==> config.mk <==
export PLATFORM = sky130hd
export DESIGN_NAME = pfd_top
export DESIGN_NICKNAME = d
export VERILOG_FILES = /design/src/rtl/pfd_pkg.sv /design/src/rtl/pfd_edge_sync.sv /design/src/rtl/pfd_clear_timer.sv /design/src/rtl/pfd_lock_mon.sv /design/src/rtl/pfd_top.sv
export SDC_FILE = /design/constraint.sdc
export NUM_CORES = 1
export LEC_CHECK = 0
export ABC_AREA = 0
export BUFFER_PORTS_ARGS = -buffer_cell sky130_fd_sc_hd__buf_2
export CORE_MARGIN = 5
export CORE_UTILIZATION = 25
export CTS_BUF_LIST = sky130_fd_sc_hd__clkbuf_16
export CTS_CLUSTER_DIAMETER = 120
export DETAILED_ROUTE_END_ITERATION = 10
export GPL_ROUTABILITY_DRIVEN = 1
export SLEW_MARGIN = 0
export SYNTH_ARGS = -nofsm -noshare
export SYNTH_HDL_FRONTEND = slang
export SYNTH_SLANG_ARGS = --single-unit
==> constraint.sdc <==
create_clock -name clk -period 4.5 [get_ports clk]
set_input_delay 0.675 -clock clk [delete_from_list [all_inputs] [get_ports clk]]
set_output_delay 0.675 -clock clk [all_outputs]
set_load 0.02 [all_outputs]
==> src/rtl/pfd_pkg.sv <==
package pfd_pkg;

   // index of each detector channel
   typedef enum logic [0:0] {
      CH_REF = 1'b0,
      CH_FB  = 1'b1
   } pfd_chan_e;

   localparam int unsigned NUM_CH = 2;

   // saturating increment for width counters
   function automatic logic [15:0] sat_inc16(input logic [15:0] v, input logic [15:0] maxv);
      sat_inc16 = (v >= maxv) ? maxv : v + 16'd1;
   endfunction

endpackage

==> src/rtl/pfd_edge_sync.sv <==
module pfd_edge_sync #(
   parameter int unsigned STAGES = 2
) (
   input  logic clk,
   input  logic rst,
   input  logic async_in,
   output logic rise_o
);
   generate
      if (STAGES < 2) begin : g_bad_stages
         $error("pfd_edge_sync: STAGES must be at least 2");
      end
   endgenerate

   logic [STAGES-1:0] chain_q;
   logic              last_q;

   always_ff @(posedge clk) begin
      if (rst) begin
         chain_q <= '0;
         last_q  <= 1'b0;
      end else begin
         chain_q <= {chain_q[STAGES-2:0], async_in};
         last_q  <= chain_q[STAGES-1];
      end
   end

   assign rise_o = chain_q[STAGES-1] & ~last_q;

endmodule

==> src/rtl/pfd_clear_timer.sv <==
module pfd_clear_timer #(
   parameter int unsigned DLY_W = 4
) (
   input  logic             clk,
   input  logic             rst,
   input  logic             both_i,
   input  logic [DLY_W-1:0] dly_cfg_i,
   output logic             fire_o
);
   generate
      if (DLY_W < 1) begin : g_bad_dly_w
         $error("pfd_clear_timer: DLY_W must be at least 1");
      end
   endgenerate

   logic [DLY_W-1:0] eff_dly;
   logic [DLY_W-1:0] last_idx;
   logic [DLY_W-1:0] cnt_q;

   // zero is treated as the minimum overlap of one cycle
   assign eff_dly  = (dly_cfg_i == '0) ? DLY_W'(1) : dly_cfg_i;
   assign last_idx = DLY_W'(eff_dly - DLY_W'(1));
   assign fire_o   = both_i && (cnt_q == last_idx);

   always_ff @(posedge clk) begin
      if (rst) begin
         cnt_q <= '0;
      end else if (!both_i || fire_o) begin
         cnt_q <= '0;
      end else begin
         cnt_q <= cnt_q + DLY_W'(1);
      end
   end

endmodule

==> src/rtl/pfd_lock_mon.sv <==
module pfd_lock_mon #(
   parameter int unsigned WID_W      = 8,
   parameter int unsigned LOCK_COUNT = 16,
   parameter int unsigned LOCK_TOL   = 1
) (
   input  logic clk,
   input  logic rst,
   input  logic up_i,
   input  logic dn_i,
   input  logic cmp_i,
   output logic lock_o
);
   localparam int unsigned RUN_W   = $clog2(LOCK_COUNT + 1);
   localparam logic [WID_W-1:0] WID_MAX = {WID_W{1'b1}};

   generate
      if (LOCK_COUNT < 1) begin : g_bad_count
         $error("pfd_lock_mon: LOCK_COUNT must be at least 1");
      end
      if (WID_W < 2 || WID_W > 16) begin : g_bad_wid
         $error("pfd_lock_mon: WID_W must lie in 2..16");
      end
   endgenerate

   logic [WID_W-1:0] up_w_q, dn_w_q;
   logic [WID_W-1:0] wid_diff;
   logic [RUN_W-1:0] run_q;
   logic             match;
   logic             lock_q;

   assign wid_diff = (up_w_q > dn_w_q) ? (up_w_q - dn_w_q) : (dn_w_q - up_w_q);
   assign match    = (32'(wid_diff) <= LOCK_TOL);

   always_ff @(posedge clk) begin
      if (rst) begin
         up_w_q <= '0;
         dn_w_q <= '0;
      end else if (cmp_i) begin
         up_w_q <= '0;
         dn_w_q <= '0;
      end else begin
         if (up_i) up_w_q <= WID_W'(pfd_pkg::sat_inc16(16'(up_w_q), 16'(WID_MAX)));
         if (dn_i) dn_w_q <= WID_W'(pfd_pkg::sat_inc16(16'(dn_w_q), 16'(WID_MAX)));
      end
   end

   always_ff @(posedge clk) begin
      if (rst) begin
         run_q  <= '0;
         lock_q <= 1'b0;
      end else if (cmp_i) begin
         if (match) begin
            if (32'(run_q) < LOCK_COUNT) run_q <= run_q + RUN_W'(1);
            lock_q <= (32'(run_q) + 1 >= LOCK_COUNT);
         end else begin
            run_q  <= '0;
            lock_q <= 1'b0;
         end
      end
   end

   assign lock_o = lock_q;

endmodule

==> src/rtl/pfd_top.sv <==
module pfd_top #(
   parameter int unsigned DLY_W       = 4,
   parameter int unsigned SYNC_STAGES = 2,
   parameter int unsigned WID_W       = 8,
   parameter int unsigned LOCK_COUNT  = 16,
   parameter int unsigned LOCK_TOL    = 1
) (
   input  logic             clk,
   input  logic             rst,
   input  logic             ref_in,
   input  logic             fb_in,
   input  logic [DLY_W-1:0] dly_cfg,
   output logic             up_o,
   output logic             dn_o,
   output logic             lock_o
);
   import pfd_pkg::*;

   logic [NUM_CH-1:0] raw_in;
   logic [NUM_CH-1:0] rise;
   logic [NUM_CH-1:0] flag_q;
   logic              both;
   logic              fire;

   assign raw_in[CH_REF] = ref_in;
   assign raw_in[CH_FB]  = fb_in;

   // one synchroniser and one edge-triggered flag per channel
   generate
      for (genvar ch = 0; ch < NUM_CH; ch++) begin : g_chan
         pfd_edge_sync #(.STAGES(SYNC_STAGES)) u_sync (
            .clk      (clk),
            .rst      (rst),
            .async_in (raw_in[ch]),
            .rise_o   (rise[ch])
         );

         always_ff @(posedge clk) begin
            if (rst) begin
               flag_q[ch] <= 1'b0;
            end else if (fire) begin
               flag_q[ch] <= rise[ch];
            end else if (rise[ch]) begin
               flag_q[ch] <= 1'b1;
            end
         end
      end
   endgenerate

   assign both = &flag_q;

   pfd_clear_timer #(.DLY_W(DLY_W)) u_timer (
      .clk       (clk),
      .rst       (rst),
      .both_i    (both),
      .dly_cfg_i (dly_cfg),
      .fire_o    (fire)
   );

   pfd_lock_mon #(
      .WID_W      (WID_W),
      .LOCK_COUNT (LOCK_COUNT),
      .LOCK_TOL   (LOCK_TOL)
   ) u_lock (
      .clk    (clk),
      .rst    (rst),
      .up_i   (flag_q[CH_REF]),
      .dn_i   (flag_q[CH_FB]),
      .cmp_i  (fire),
      .lock_o (lock_o)
   );

   assign up_o = flag_q[CH_REF];
   assign dn_o = flag_q[CH_FB];

endmodule

# Word level (Yosys, flattened, before mapping)
# Cells that the tools add are included.
# op_classes
order_cmp	6
add_sub_neg	8
n_bitwise	4
eq_ne	2
n_reduce_logical	10
mux	11
# op_table
cell	n
>= comparator 32 x 5 -> 1 bit, second input constant	1
2-to-1 mux 8 bit	3
adder 8 x 1 -> 8 bit, second input constant	2
>= comparator 8 bit, second input constant	2
subtractor 8 bit	2
2-to-1 mux 5 bit	2
greater-than comparator 8 bit	1
less-or-equal comparator 8 x 1 -> 1 bit, second input constant	1
adder 5 x 1 -> 6 bit, second input constant	1
adder 5 x 1 -> 5 bit, second input constant	1
less-than comparator 5 bit, second input constant	1
2-to-1 mux 1 bit	5
adder 4 x 1 -> 4 bit, second input constant	1
== test 4 bit	1
zero test 4 bit	1
2-to-1 mux 4 bit	1
AND reduction 2 bit	2
nonzero test 2 bit	2
OR reduction 2 bit	2
subtractor 4 x 1 -> 4 bit, second input constant	1
bitwise AND 1 bit	2
!= test 2 bit, second input constant	1
NOT 1 bit	2
logical AND 1 bit	1
2 further kinds	2
# totals
inputBits	8
elab_cells	52
output_inout_bits	3
register_bits	34

# Longest topological paths before layout
# depth
depth_word	7
depth_mapped	12
depth_no_buf	12

# By module
# Synthesis repeated with hierarchy kept, for this count alone.
# hier_totals
cells_unflattened	273
area_unflattened_um2	2319.7
# modules_own_cells
module	area_each_um2	n_inst	cells_per_inst	seq_area_each_um2
pfd_lock_mon	1785.5	1	222	440.4
pfd_clear_timer	282.8	1	28	80.1
pfd_edge_sync	87.6	2	7	60.1
pfd_top	76.3	1	9	40.0

# Worst setup path before layout
# OpenSTA, ideal clock, no wires.
# synth_timing
kind	register to register
from	register u_lock.dn_w_q[0]
to	register u_lock.lock_q (netlist: u_lock.lock_o)
stages_incl_launch_ff	11
slack_ps	1691
arrival_time_ps	2739
required_ps	4429
setup_time_ps	71
path_cell_list	dfxtp_1 > ha_1 > inv_1 > fa_1 > a211oi_4 > nor3_1 > o32a_1 > a2111o_1 > a32oi_2 > o2111ai_1 > a21oi_1
# synth_via
elab_chain_cells	4
elab_cells_between_ends	6
# synth_lines
item	line_no	rtl
start: declaration	pfd_lock_mon.sv:25	logic [WID_W-1:0] up_w_q, dn_w_q;
start signal: assignment	pfd_lock_mon.sv:43	if (dn_i) dn_w_q <= WID_W'(pfd_pkg::sat_inc16(16'(dn_w_q), 16'(WID_MAX)));
subtractor 8 bit or greater-than comparator 8 bit (tied branches)	pfd_lock_mon.sv:31	assign wid_diff = (up_w_q > dn_w_q) ? (up_w_q - dn_w_q) : (dn_w_q - up_w_q);
2-to-1 mux 8 bit *	pfd_lock_mon.sv:31	
less-or-equal comparator 8 x 1 -> 1 bit *	pfd_lock_mon.sv:32	assign match = (32'(wid_diff) <= LOCK_TOL);
2-to-1 mux 1 bit *	pfd_lock_mon.sv:52	if (match) begin
end signal: assignment	pfd_lock_mon.sv:54	lock_q <= (32'(run_q) + 1 >= LOCK_COUNT);
end: declaration	pfd_lock_mon.sv:29	logic lock_q;
# Every way passes the cells marked *; elsewhere a longest branch is shown, timed or not.
# A chain may end at the register's enable or synchronous reset.

# Worst setup path after layout
# Same ends and word-level chain as after synthesis.

==> results.ini <==
[grt]
antenna_found_initial = 0
grt_pass1_wl_mm = 8.15
grt.total_usage_pct = 8.82
grt_max_degree = 19
grt_remaining_overflow = 0
grt_pass1_vias = 1869

[floorplanning]
coreArea_um2 = 8720
die_y_um = 105
ios = 11
start_util_pct = 25.7
dieArea_um2 = 11000
rows = 34
die_width_um = 105

[setup_path]
cp-start-kind = register
r2r-start = u_lock.dn_w_q[0]
end_kind = register
critical_path_arrival_ns = 3.39
worstPathMaxFanout = 9
critPathLaunch = u_lock.dn_w_q[0]
reg2reg_slack_ns = 1.32
r2r_cells = 10
r2r_end = u_lock.lock_o
cp.required_ns = 4.71
crit_type = reg2reg

[drt]
dr.pass1.iters = 4
ant_nets = 0
wl_met2_mm = 2.01
drc = 0
wl_met1_mm = 2.29
finalWirelength_mm = 4.47
routed-wl-met3_um = 83
vias = 1854
wl_per_cell_um = 11.5
drt_iter0_drc = 58
routed_via_density = 4.78
routed.top_layer = met4

[layout]
nNetsFinal = 309
multi_input_area_um2 = 1400
area_growth_pct = 12.1
antennaDiodeCount = 0
final_cell_mix = 34 x dfxtp_1, 27 x inv_1, 23 x a21oi_1, 20 x ha_1, 18 x nor2_1
seqCellArea_um2 = 681
final_common_cell = dfxtp_1
drive_gt1_share_pct = 7.86
fill_cells = 889

[timing]
timing.final.crit_period_ns = 3.18
max_freq_mhz = 314
rsz0062_at_grt = no
skew_ns = 0.00355
tns_ns = 0
setup_violations = 0
max_slew.worst_pin.slew_ns = 0.667
slew_violations = 0
period_share_pct = 70.7
relSlewSlack_pct = 55.1
final_hold_viol_count = 0
worst_slack_ns = 1.32

[synthesis]
syn_inst = 274
ys_ff_latch = 34
yosysSeqAreaShare_pct = 30.4
synth_top_area_share_pct = 30.4
synth_cell_types = 46
syn_avg_cell_area_um2 = 8.18
async_flop_share_pct = 0
synthTopCellsByArea = dfxtp_1 30%, ha_1 11%, a21oi_1 5.1%
synth_fp_nets = 304
synthFlopType = dfxtp_1
synth_area_um2 = 2240
synth_edf_count = 0
yosys_warnings = 0
synth.largest_area_cell = dfxtp_1

[place]
portBuffers = 10
hpwlAfterDp_mm = 3.40
gp_congestion = 0.794
place_ws_ns = 1.34

[cts]
cts_sinks = 34
cts_root_buf = clkbuf_16
cts_setup_buffers = 0
clk_path_buf_depth = 2
clk_pin_slew_ns = 0.05
htreeDepth = 2
cts_buffers = 5
tritoncts = yes
post_cts_resized = 0
hold_buffers = 0
clk_latency_ns = 0.27

[power_and_ir_drop]
leakage_nw = 0.904
swShare_pct = 24.0
ir_drop_v = 0.000351
combPwrFrac_pct = 12.5
pwr-share-seq_pct = 43.3
intPower_mw = 0.548
switchingPower_mw = 0.173
clkPwrFrac_pct = 44.2
powerDensity_nw_per_um2 = 287

[outcome]
status = completed

[job]
cap_viol_max_count = 0

[hold_path]
min_to = g_chan[0].u_sync.chain_q[1]
hold_path_class = reg2reg
hold_depth = 1
min-delay-start = g_chan[0].u_sync.chain_q[0]

power groups by stage:
stage	combinational [mW]	clock, mW	sequential, mW
2_1_floorplan	0.0701	0	0.317
3_3_place_gp	0.0884	0	0.318
3_5_place_dp	0.0901	0	0.319
4_1_cts	0.0906	0.332	0.312
5_1_grt	0.100	0.342	0.313
6_report	0.0900	0.319	0.313
registers in the layout (all words and copies together), names as in the netlist:
name	flops
dn_o	1
u_lock.lock_o	1
up_o	1
g_chan.u_sync.chain_q	4
u_lock.run_q	5
g_chan.u_sync.last_q	2
u_timer.cnt_q	4
u_lock.dn_w_q	8
u_lock.up_w_q	8
cell type report:
| class | instances | area share [%] |
|---|---|---|
| sequential | 34 | 27.1 |
| timing repair buffer | 10 | 1.99 |
| clock inverter | 3 | 0.647 |
| multi-input combinational | 201 | 55.9 |
| inverter | 27 | 4.03 |
| tap | 108 | 5.38 |
| clock buffer | 5 | 4.98 |
worst max-delay path: stages, from the launching register on:
cell       delay (ns)
dfxtp_1          0.41
ha_1             0.20
inv_1            0.06
fa_1             0.44
a211oi_4         0.27
nor3_1           0.08
o32a_1           0.39
a2111o_1         0.41
a32oi_2          0.49
o2111ai_1        0.19
a21oi_1          0.17
per-stage QoR:
stage | instance area (um^2) | hold slack (ns) | power (mW) | util [%] | cells
after floorplan | 2240 | 0.414 | 0.387 | - | 274
after global routing | 2510 | 0.468 | 0.756 | 28.8 | 388
after detailed placement | 2370 | 0.428 | 0.409 | 27.2 | 380
after global placement | 2370 | 0.439 | 0.407 | 27.2 | 380
final | 2510 | 0.438 | 0.721 | 28.8 | 388
after CTS | 2510 | 0.441 | 0.735 | 28.8 | 388
kinds of logic after synthesis:
logic type,after synthesis,share of synthesized area (%)
simple gates,94,21.4
compound gates,62,19.2
buf+inv,39,6.98
flops,34,30.4
fa+ha+maj,22,13.0
xor+xnor,20,7.82
mux,3,1.34
metal layers:
layer  up-vias  track usage (%)
li1        980                -
met1       850             11.1
met2        18             14.4
met3         6             1.66
met4         0             4.38
met5         -                0
synth_stat cells (2+ instances only):
library cell	count
nand2b_1	3
fa_1	2
nor2_1	18
xnor2_1	13
a211oi_1	3
a21oi_1	23
nor3_1	14
a31oi_1	5
xor2_1	7
o21a_1	2
o211ai_1	2
nand4_1	6
dfxtp_1	34
or2_2	2
nor2b_1	9
nand3_1	13
o2111ai_1	2
buf_2	2
a2111o_1	2
o2bb2ai_1	3
nor4_1	4
o31a_1	2
o21ai_0	7
inv_1	27
mux2i_1	3
nand2_1	17
clkbuf_1	8
nand4b_1	4
ha_1	20
worst max path at each step:
| stage | end | slack (ns) | cells after the start |
|---|---|---|---|
| after floorplan | u_lock.lock_o | 1.69 | 10 |
| after global placement | u_lock.lock_o | 1.35 | 10 |
| after detailed placement | u_lock.lock_o | 1.34 | 10 |
| after CTS | u_lock.lock_o | 1.32 | 10 |
| after global routing | u_lock.lock_o | 1.14 | 10 |
| final | u_lock.lock_o | 1.32 | 10 |
Power figures use the tool's default switching activity.
